`src/rtl/usec_delay_pkg.sv`:
```
package usec_delay_pkg;

    localparam int unsigned CNT_W_DEF       = 16;
    localparam int unsigned SYNC_STAGES_DEF = 2;

    typedef enum logic [1:0] {
        OP_HOLD = 2'd0,
        OP_LOAD = 2'd1,
        OP_DEC  = 2'd2
    } cnt_op_e;

    // A write wins over a decrement; a decrement at zero becomes a hold.
    function automatic cnt_op_e pick_op(input logic wr, input logic tick, input logic at_zero);
        if (wr) begin
            return OP_LOAD;
        end else if (tick && !at_zero) begin
            return OP_DEC;
        end
        return OP_HOLD;
    endfunction

endpackage

```
`src/rtl/usec_delay_refsync.sv`:
```
module usec_delay_refsync #(
    parameter int unsigned STAGES = usec_delay_pkg::SYNC_STAGES_DEF
) (
    input  logic clk,
    input  logic rst,
    input  logic en_i,
    input  logic ref_i,
    output logic tick_o
);
    localparam int unsigned LAST = STAGES - 1;

    logic [STAGES-1:0] sync_q;
    logic              prev_q;

    generate
        for (genvar g = 0; g < STAGES; g++) begin : g_stage
            if (g == 0) begin : g_first
                always_ff @(posedge clk) begin
                    if (rst) sync_q[g] <= 1'b0;
                    else     sync_q[g] <= ref_i;
                end
            end else begin : g_next
                always_ff @(posedge clk) begin
                    if (rst) sync_q[g] <= 1'b0;
                    else     sync_q[g] <= sync_q[g-1];
                end
            end
        end
    endgenerate

    // The history flop keeps tracking while disabled, so edges seen then are not replayed later.
    always_ff @(posedge clk) begin
        if (rst) prev_q <= 1'b0;
        else     prev_q <= sync_q[LAST];
    end

    assign tick_o = en_i & (sync_q[LAST] ^ prev_q);

    AST_TICK_NEEDS_ENABLE: assert property (@(posedge clk) disable iff (rst)
        tick_o |-> en_i);

endmodule

```
`src/rtl/usec_delay_counter.sv`:
```
module usec_delay_counter
    import usec_delay_pkg::*;
#(
    parameter int unsigned CNT_W = CNT_W_DEF
) (
    input  logic             clk,
    input  logic             rst,
    input  cnt_op_e          op_i,
    input  logic [CNT_W-1:0] load_val_i,
    output logic [CNT_W-1:0] cnt_o,
    output logic             zero_o
);
    logic [CNT_W-1:0] cnt_q;

    always_ff @(posedge clk) begin
        if (rst) begin
            cnt_q <= '0;
        end else begin
            unique case (op_i)
                OP_LOAD: cnt_q <= load_val_i;
                OP_DEC:  cnt_q <= cnt_q - CNT_W'(1);
                default: cnt_q <= cnt_q;
            endcase
        end
    end

    assign cnt_o  = cnt_q;
    assign zero_o = (cnt_q == '0);

    AST_LOAD_TAKES_VALUE: assert property (@(posedge clk) disable iff (rst)
        op_i == OP_LOAD |=> cnt_q == $past(load_val_i));

endmodule

```
`src/rtl/usec_delay_timer.sv`:
```
module usec_delay_timer
    import usec_delay_pkg::*;
#(
    parameter int unsigned CNT_W       = CNT_W_DEF,
    parameter int unsigned SYNC_STAGES = SYNC_STAGES_DEF
) (
    input  logic             clk,
    input  logic             rst,
    input  logic             en_i,
    input  logic             ref_clk_i,
    input  logic             wr_en_i,
    input  logic [CNT_W-1:0] wr_data_i,
    output logic             idle_o,
    output logic [CNT_W-1:0] count_o
);
    logic    tick;
    logic    at_zero;
    cnt_op_e op;

    usec_delay_refsync #(.STAGES(SYNC_STAGES)) u_sync (
        .clk    (clk),
        .rst    (rst),
        .en_i   (en_i),
        .ref_i  (ref_clk_i),
        .tick_o (tick)
    );

    assign op = pick_op(wr_en_i, tick, at_zero);

    usec_delay_counter #(.CNT_W(CNT_W)) u_cnt (
        .clk        (clk),
        .rst        (rst),
        .op_i       (op),
        .load_val_i (wr_data_i),
        .cnt_o      (count_o),
        .zero_o     (at_zero)
    );

    assign idle_o = at_zero;

    AST_DEC_BY_ONE: assert property (@(posedge clk) disable iff (rst)
        (!wr_en_i && tick && count_o != '0) |=> count_o == $past(count_o) - CNT_W'(1));
    AST_NO_WRAP: assert property (@(posedge clk) disable iff (rst)
        (!wr_en_i && count_o == '0) |=> idle_o);
    AST_WRITE_WINS: assert property (@(posedge clk) disable iff (rst)
        (wr_en_i && tick) |=> count_o == $past(wr_data_i));
    AST_DISABLED_HOLDS: assert property (@(posedge clk) disable iff (rst)
        (!en_i && !wr_en_i) |=> $stable(count_o));
    AST_ZERO_WRITE_IDLE: assert property (@(posedge clk) disable iff (rst)
        (wr_en_i && wr_data_i == '0) |=> idle_o);
    AST_IDLE_CONSISTENT: assert property (@(posedge clk) disable iff (rst)
        idle_o |-> count_o == '0);

endmodule

```
`config.mk`:
```
export PLATFORM = sky130hd
export DESIGN_NAME = usec_delay_timer
export DESIGN_NICKNAME = d
export VERILOG_FILES = /design/src/rtl/usec_delay_pkg.sv /design/src/rtl/usec_delay_refsync.sv /design/src/rtl/usec_delay_counter.sv /design/src/rtl/usec_delay_timer.sv
export SDC_FILE = /design/constraint.sdc
export NUM_CORES = 1
export LEC_CHECK = 0
export BUFFER_PORTS_ARGS = -buffer_cell sky130_fd_sc_hd__buf_2
export CAP_MARGIN = 20
export CELL_PAD_IN_SITES_DETAIL_PLACEMENT = 0
export CELL_PAD_IN_SITES_GLOBAL_PLACEMENT = 2
export CORE_MARGIN = 1
export CORE_UTILIZATION = 30
export DETAILED_ROUTE_END_ITERATION = 10
export PLACE_DENSITY_LB_ADDON = 0.08
export SLEW_MARGIN = 25
export SYNTH_ARGS = -nofsm -noshare
export SYNTH_HDL_FRONTEND = slang
export SYNTH_SLANG_ARGS = --single-unit
```
`constraint.sdc`:
```
create_clock -name clk -period 5.6 [get_ports clk]
set_input_delay 0 -clock clk [delete_from_list [all_inputs] [get_ports clk]]
set_output_delay 0 -clock clk [all_outputs]
set_load 0.1 [all_outputs]
```
==> metrics.txt, run 1 <==
clock sinks 19; via count of the first global-routing pass 1167; number of storage elements in the synthesis netlist 19; switching component of the power 0.164 mW; synthesized instance count 139; Hold WS 0.00646 ns; fraction of final layout cells sized beyond drive strength 1 26.8%; mean number of vias per cell 5.69; final instance count without filler cells 227; average instance area after synthesis 8.36 µm²; cell at the root of the clock tree sky130_fd_sc_hd__clkbuf_8; growth of design area from synthesis to finish 28.2%; multiplexer share of the synthesized area 0%; Total Negative Setup Slacks 0 ns; dominant combinational cell family by area after synthesis simple AND/OR/NAND/NOR gates; Static Leak 0.596 nW; total wirelength of the detailed-routed design 3420 µm; element type at the critical path end primary output; post-synthesis simple-gate area fraction 33.7%; drt initial violations 58; number of endpoints failing setup at the final stage 0; critical path required time 5.60 ns; adder and majority gate portion of the synthesized area 1.08%; standard-cell row count 22; minimum clock period 2.31 ns; port bufs 37; period utilisation layout 41.3%; number of buffers created by CTS 3; Post-Synthesis Cell Area 1160 µm²; total global-route track usage 18.0%; classification of the worst setup path reg -> out; placeable core area 3690 µm²; global-route congestion overflow total 0; status finished, final reports clean; clk buf depth 2; Yosys warning total 0; cell area after placement 1380 µm²; count of antenna diodes in the layout 0; x dimension of the die 64.2 µm; Slew HR 51.2%; source-to-sink clock delay at the later pin of the worst-skew pair 0.26 ns; post-route total power 0.396 mW; Hold Vio Cnt, Final 0; Switching Share 41.4%; first-pass GRT wire length 5710 µm; Finished Cell Area 1490 µm²; kind of launch point of the worst setup path flop; initial standard-cell utilization of the core 31.5%; worst-path fanout max 12; Fmax 432 MHz; number of remaining DRC errors 0; internal power of the cells 0.232 mW; # nets final 202; floorplan die area 4130 µm²; xor and xnor fraction of the mapped netlist area 0.753%; iteration count of the initial detailed-routing pass 4; fraction of synthesis flops using an asynchronous set or reset pin 0%; sequential share of power 39.6%; max-slew violation count 0; worst path arrival time 2.31 ns; Synth Flop Type sky130_fd_sc_hd__dfxtp_1; worst supply voltage drop on vdd 0.137 mV; routed wire length per instance 15.1 µm; via count 1292; pwr dens 266 nW/µm²; Filler cells 399; number of enable flip-flop cells after synthesis 0; antenna violations before repair 0; CTS tree built; Tightest Hold Check Type in -> reg; clock network power share 24.9%; number of nets with antenna violations after routing 0; Mapped Nets 161; placer congestion estimate 0.784; compound-gate portion of the synthesized area 26.7%; Seq/Total Area, Yosys 32.7%; Distinct cells, synth 41; setup skew after layout 0.00103 ns; max-cap violation count 0; count of pins on the block boundary 38; placed cells 216; Least-Margin Pin Slew 0.728 ns; maximum number of pins on one net before global-route repair 27; vertical extent of the die 64.2 µm; detailed placement HPWL 2470 µm; relative contribution of combinational cells to total power 35.5%; Clock H-tree levels 1; clock input transition at the sequential cells of the worst setup and hold paths 0.07 ns; RSZ-0062 raised after global routing no
-- power by group through the flow --
stage,clock network [mW],registers (mW),logic [mW]
2_1_floorplan,0,0.218,0.0507
3_3_place_gp,0,0.160,0.137
3_5_place_dp,0,0.160,0.137
4_1_cts,0.102,0.157,0.141
5_1_grt,0.111,0.159,0.151
6_report,0.0987,0.157,0.141
-- repair_timing --
action | 4_1_cts | 5_1_grt
resized for setup | 0 | 0
hold buffers | 6 | 1
endpoints found under the hold margin | 6 | 1
buffers inserted | 0 | 0
-- worst paths after layout --
kind	cells past startpoint	slack (ns)	end	start
hold reg to reg	1	0.46	u_sync.sync_q[1]$_SDFF_PP0_	u_sync.sync_q[0]$_SDFF_PP0_
setup / recovery	3	3.29	idle_o	u_cnt.cnt_o[7]$_SDFFE_PP0P_
hold / removal	3	0.006	u_cnt.cnt_o[5]$_SDFFE_PP0P_	wr_data_i[5]
setup reg to reg	6	3.45	u_cnt.cnt_o[12]$_SDFFE_PP0P_	u_cnt.cnt_o[0]$_SDFFE_PP0P_
-- cells in the final DEF, fill, tap and decap left out, drive strengths merged, types with 4 or more instances in the layout --
cell type	synthesis	final
buf	2	37
dfxtp	19	19
nor2	14	14
o31ai	11	11
a311oi	9	9
or4	8	8
dlygate4sd3	0	7
inv	6	6
nor3	5	5
or3	5	5
nor2b	4	4
nand3	4	4
nand2	4	4
o21ai	4	4
clkbuf	6	4
-- final cells by class --
cell class	instances	area, µm²	area share (%)
tap	48	60.1	4.03
clock buffer	4	45.0	3.02
inverter	7	26.3	1.76
sequential	19	380	25.5
multi-input combinational	105	723	48.5
timing repair buffer	44	255	17.1
-- Yosys cell counts (2+ instances only) --
master,number,area [µm²]
sky130_fd_sc_hd__dfxtp_1,19,380
sky130_fd_sc_hd__nor2_1,14,52.6
sky130_fd_sc_hd__o31ai_1,11,82.6
sky130_fd_sc_hd__a311oi_1,9,78.8
sky130_fd_sc_hd__or4_1,7,52.6
sky130_fd_sc_hd__clkbuf_1,6,22.5
sky130_fd_sc_hd__inv_1,6,22.5
sky130_fd_sc_hd__nor3_1,5,25.0
sky130_fd_sc_hd__nand2_1,4,15.0
sky130_fd_sc_hd__nand3_1,4,20.0
sky130_fd_sc_hd__nor2b_1,4,25.0
sky130_fd_sc_hd__o21ai_0,4,20.0
sky130_fd_sc_hd__or3_1,4,25.0
sky130_fd_sc_hd__a221oi_1,3,26.3
sky130_fd_sc_hd__and4_1,3,26.3
sky130_fd_sc_hd__nand2b_1,3,18.8
sky130_fd_sc_hd__or2_2,3,18.8
sky130_fd_sc_hd__a21oi_1,2,10.0
sky130_fd_sc_hd__a31oi_1,2,12.5
sky130_fd_sc_hd__and3_1,2,12.5
sky130_fd_sc_hd__buf_2,2,10.0
sky130_fd_sc_hd__nand4_1,2,12.5
sky130_fd_sc_hd__o211ai_1,2,15.0
-- worst max-delay path, cell delays in order (launching register included) --
cell and delay [ns]:
sky130_fd_sc_hd__dfxtp_1 0.39, sky130_fd_sc_hd__nor4_2 0.58, sky130_fd_sc_hd__and4_1 0.57, sky130_fd_sc_hd__buf_2 0.51
-- cells by family (layout without fill, tap and decap cells) --
family	Yosys count	in the layout
flops	19	19
fa+ha+maj	1	1
xor+xnor	1	1
compound gates	40	40
buf+inv	15	55
simple gates	63	63
-- flip-flops by register name, summed over array words and instances, names as in the netlist --
name           count
u_cnt.cnt_o       16
u_sync.sync_q      2
u_sync.prev_q      1
-- per-layer routing --
metal	share of wire [%]	wire, µm	GRT usage [%]
met4	0.67	23	3.33
met1	47	1590	23.3
met2	49	1680	30.1
met3	3.8	129	4.29
met5	0	0	0
-- per-stage QoR --
stage / util (%) / setup slack, ns
2_1_floorplan: - / 2.69
3_3_place_gp: 37.3 / 3.46
3_5_place_dp: 37.3 / 3.46
4_1_cts: 40.1 / 3.28
5_1_grt: 40.4 / 3.10
6_report: 40.4 / 3.29
Power figures use the tool's default switching activity.
==> inputs of run 2 (changes only) <==
- ABC_AREA: default -> 1
- CORE_UTILIZATION: 30 -> 25
- clock period: 5.6 -> 2.4 ns (I/O delays scaled with it)
==> run 2 against run 1 <==
Compared with the run above: wire length up 18%; final cell count up 51%; largest power group is now combinational logic; register-to-register slack worse by 2.8 ns; die area up 38%; largest cell class unchanged; first-iteration DRC count up 1.7%; non-clock buffer count down 4; setup slack worse by 2.9 ns; utilization down 7.6 points; final area up 13%; clock power up 140%; count of clock-buffer cells in the layout unchanged; hold slack better by 0.017 ns.
==> metrics.txt, run 2 <==
floorplan die area 5700 µm²; global-route congestion overflow total 0; first-pass GRT wire length 6400 µm; via count of the first global-routing pass 1274; number of storage elements in the synthesis netlist 19; adder and majority gate portion of the synthesized area 0.927%; cell types with the highest counts after synthesis 77 x sky130_fd_sc_hd__nand2_1, 41 x sky130_fd_sc_hd__nor2_1, 35 x sky130_fd_sc_hd__inv_1; vertical extent of the die 75.5 µm; number of remaining DRC errors 0; post-cts gate resize count 0; kind of launch point of the worst setup path flop; initial standard-cell utilization of the core 26.3%; placed cells 337; leading cell types in the layout, fill and taps excluded 77 x sky130_fd_sc_hd__nand2_1, 41 x sky130_fd_sc_hd__nor2_1, 37 x sky130_fd_sc_hd__buf_2; mean number of vias per cell 4.21; status finished, final reports clean; cell with the most instances after synthesis sky130_fd_sc_hd__nand2_1; standard-cell row count 26; minimum clock period 2.03 ns; port bufs 37; setup slack, reg-to-reg 0.64 ns; dominant cells by area after synthesis sky130_fd_sc_hd__dfxtp_1 28%, sky130_fd_sc_hd__nand2_1 21%, sky130_fd_sc_hd__nor2_1 11%; max-cap violation count 0; fraction of final layout cells sized beyond drive strength 1 20.6%; Clock H-tree levels 1; number of nets with antenna violations after routing 0; max-slew violation count 0; final core area utilization 32.8%; classification of the worst setup path reg -> out; post-synth top area share 28.2%; growth of design area from synthesis to finish 24.9%; iteration count of the initial detailed-routing pass 4; setup skew after layout 0.0113 ns; source of the worst register-to-register timing path u_cnt.cnt_o[0]$_SDFFE_PP0P_; Slew HR 67.5%; x dimension of the die 75.5 µm; dominant combinational cell family by area after synthesis simple AND/OR/NAND/NOR gates; source-to-sink clock delay at the later pin of the worst-skew pair 0.26 ns; routed wire length per instance 11.8 µm; number of endpoints failing setup at the final stage 0; placer congestion estimate 0.743; Worst Hold Launch wr_data_i[9]; synthesized instance count 232; Largest register FFs 16; Fmax 493 MHz; cell at the root of the clock tree sky130_fd_sc_hd__clkbuf_8; post-route total power 0.991 mW; compound-gate portion of the synthesized area 5.56%; multiplexer share of the synthesized area 0%; endpoint of the lowest-slack register-to-register path u_cnt.cnt_o[12]$_SDFFE_PP0P_; via count 1440; clock sinks 19; critical path required time 2.40 ns; Post-Synthesis Cell Area 1350 µm²; count of antenna diodes in the layout 0; count of pins on the block boundary 38; pwr dens 588 nW/µm²; final instance count without filler cells 342; maximum number of pins on one net before global-route repair 16; worst path arrival time 2.03 ns; clock input transition at the sequential cells of the worst setup and hold paths 0.09 ns; total global-route track usage 15.2%; RSZ-0062 raised after global routing no; antenna violations before repair 0; setup fix buffers added after clock tree synthesis 0; Hold Vio Cnt, Final 0; total wirelength of the detailed-routed design 4050 µm; hold-critical path endpoint u_cnt.cnt_o[9]$_SDFFE_PP0P_; Least-Margin Pin Slew 0.492 ns; R2R depth 11; element type at the critical path end primary output; worst hold path depth 5; post-synthesis cell type with the largest combined area sky130_fd_sc_hd__dfxtp_1; Filler cells 612; worst supply voltage drop on vdd 0.201 mV; placeable core area 5140 µm²; # nets final 295; leading cell type in the layout, fill and taps excluded sky130_fd_sc_hd__nand2_1; detailed placement HPWL 3120 µm; Tightest Hold Check Type in -> reg; CTS tree built; Total Negative Setup Slacks 0 ns; worst-path fanout max 5; drt initial violations 59; average instance area after synthesis 5.82 µm²; xor and xnor fraction of the mapped netlist area 1.95%; Hold Buf Count CTS 1; clk buf depth 2; fraction of synthesis flops using an asynchronous set or reset pin 0%; period utilisation layout 84.5%; Yosys warning total 0; number of enable flip-flop cells after synthesis 0; Synth Flop Type sky130_fd_sc_hd__dfxtp_1; Distinct cells, synth 25; Static Leak 0.945 nW; number of buffers created by CTS 3; post-synthesis simple-gate area fraction 52.0%; Mapped Nets 254; Seq/Total Area, Yosys 28.2%
-- run 2: cell count changes after synthesis, moves of 4 or more --
cell | before | now
sky130_fd_sc_hd__inv_1 | 6 | 35
sky130_fd_sc_hd__a311oi_1 | 9 | 0
sky130_fd_sc_hd__or4_1 | 7 | 0
sky130_fd_sc_hd__nand3_1 | 4 | 22
sky130_fd_sc_hd__nand2_1 | 4 | 77
sky130_fd_sc_hd__or3_1 | 4 | 0
sky130_fd_sc_hd__o31ai_1 | 11 | 0
sky130_fd_sc_hd__clkbuf_1 | 6 | 2
sky130_fd_sc_hd__nor2_1 | 14 | 41
sky130_fd_sc_hd__nor2b_1 | 4 | 0
-- run 2: worst max path at each step --
stage               slack [ns]                      endpoint  cells past startpoint                   startpoint
finish                    0.37                        idle_o                      7  u_cnt.cnt_o[0]$_SDFFE_PP0P_
global route              0.25                        idle_o                      7  u_cnt.cnt_o[0]$_SDFFE_PP0P_
CTS                       0.36                        idle_o                      7  u_cnt.cnt_o[0]$_SDFFE_PP0P_
detailed placement        0.65  u_cnt.cnt_o[12]$_SDFFE_PP0P_                     11  u_cnt.cnt_o[0]$_SDFFE_PP0P_
global placement          0.69  u_cnt.cnt_o[12]$_SDFFE_PP0P_                     11  u_cnt.cnt_o[0]$_SDFFE_PP0P_
floorplan                 0.16                        idle_o                      6  u_cnt.cnt_o[0]$_SDFFE_PP0P_
-- run 2: critical path, cell delays in order, from the launching register on --
cell	delay (ns)
sky130_fd_sc_hd__dfxtp_1	0.33
sky130_fd_sc_hd__inv_1	0.09
sky130_fd_sc_hd__ha_1	0.28
sky130_fd_sc_hd__nand2_1	0.09
sky130_fd_sc_hd__nor2_1	0.18
sky130_fd_sc_hd__nand2_1	0.18
sky130_fd_sc_hd__nor3_4	0.18
sky130_fd_sc_hd__buf_2	0.44
-- run 2: cells by family (layout without fill, tap and decap cells) --
group                      count (synthesis)  after routing
and+or+nand+nor                          157            157
buffers and inverters                     40             80
DFF                                       19             19
AOI/OAI and AO/OA                         12             12
xor gates and xnor gates                   3              3
adders and majority gates                  1              1
-- run 2: final cells by class --
| class | instances | area, µm² | area share, % |
|---|---|---|---|
| multi-input combinational | 173 | 827 | 49.0 |
| sequential | 19 | 380 | 22.6 |
| timing repair buffer | 40 | 210 | 12.5 |
| inverter | 36 | 136 | 8.09 |
| tap | 70 | 87.6 | 5.19 |
| clock buffer | 4 | 45.0 | 2.67 |
-- run 2: per-stage QoR --
stage	setup slack, ns	instance area (µm²)	hold slack (ns)
floorplan	0.163	1360	0.107
global placement	0.687	1630	0.200
detailed placement	0.652	1630	0.207
CTS	0.358	1690	0.0255
global route	0.249	1690	0.0590
finish	0.373	1690	0.0237
-- run 2: power by group --
| part | switching (mW) | internal, mW | total [mW] | leakage, nW |
|---|---|---|---|---|
| sequential | 0.0292 | 0.336 | 0.365 | 0.157 |
| clock | 0.122 | 0.118 | 0.240 | 0.0228 |
| combinational | 0.293 | 0.0929 | 0.385 | 0.765 |
| total | 0.443 | 0.547 | 0.991 | 0.945 |
-- run 2: layer usage --
metal	routed length, µm	vias to the layer above	GRT usage (%)
met5	0	-	0
met4	27	0	3.09
met3	144	2	2.25
met2	1710	26	23.9
met1	2170	624	22.2
li1	-	788	-
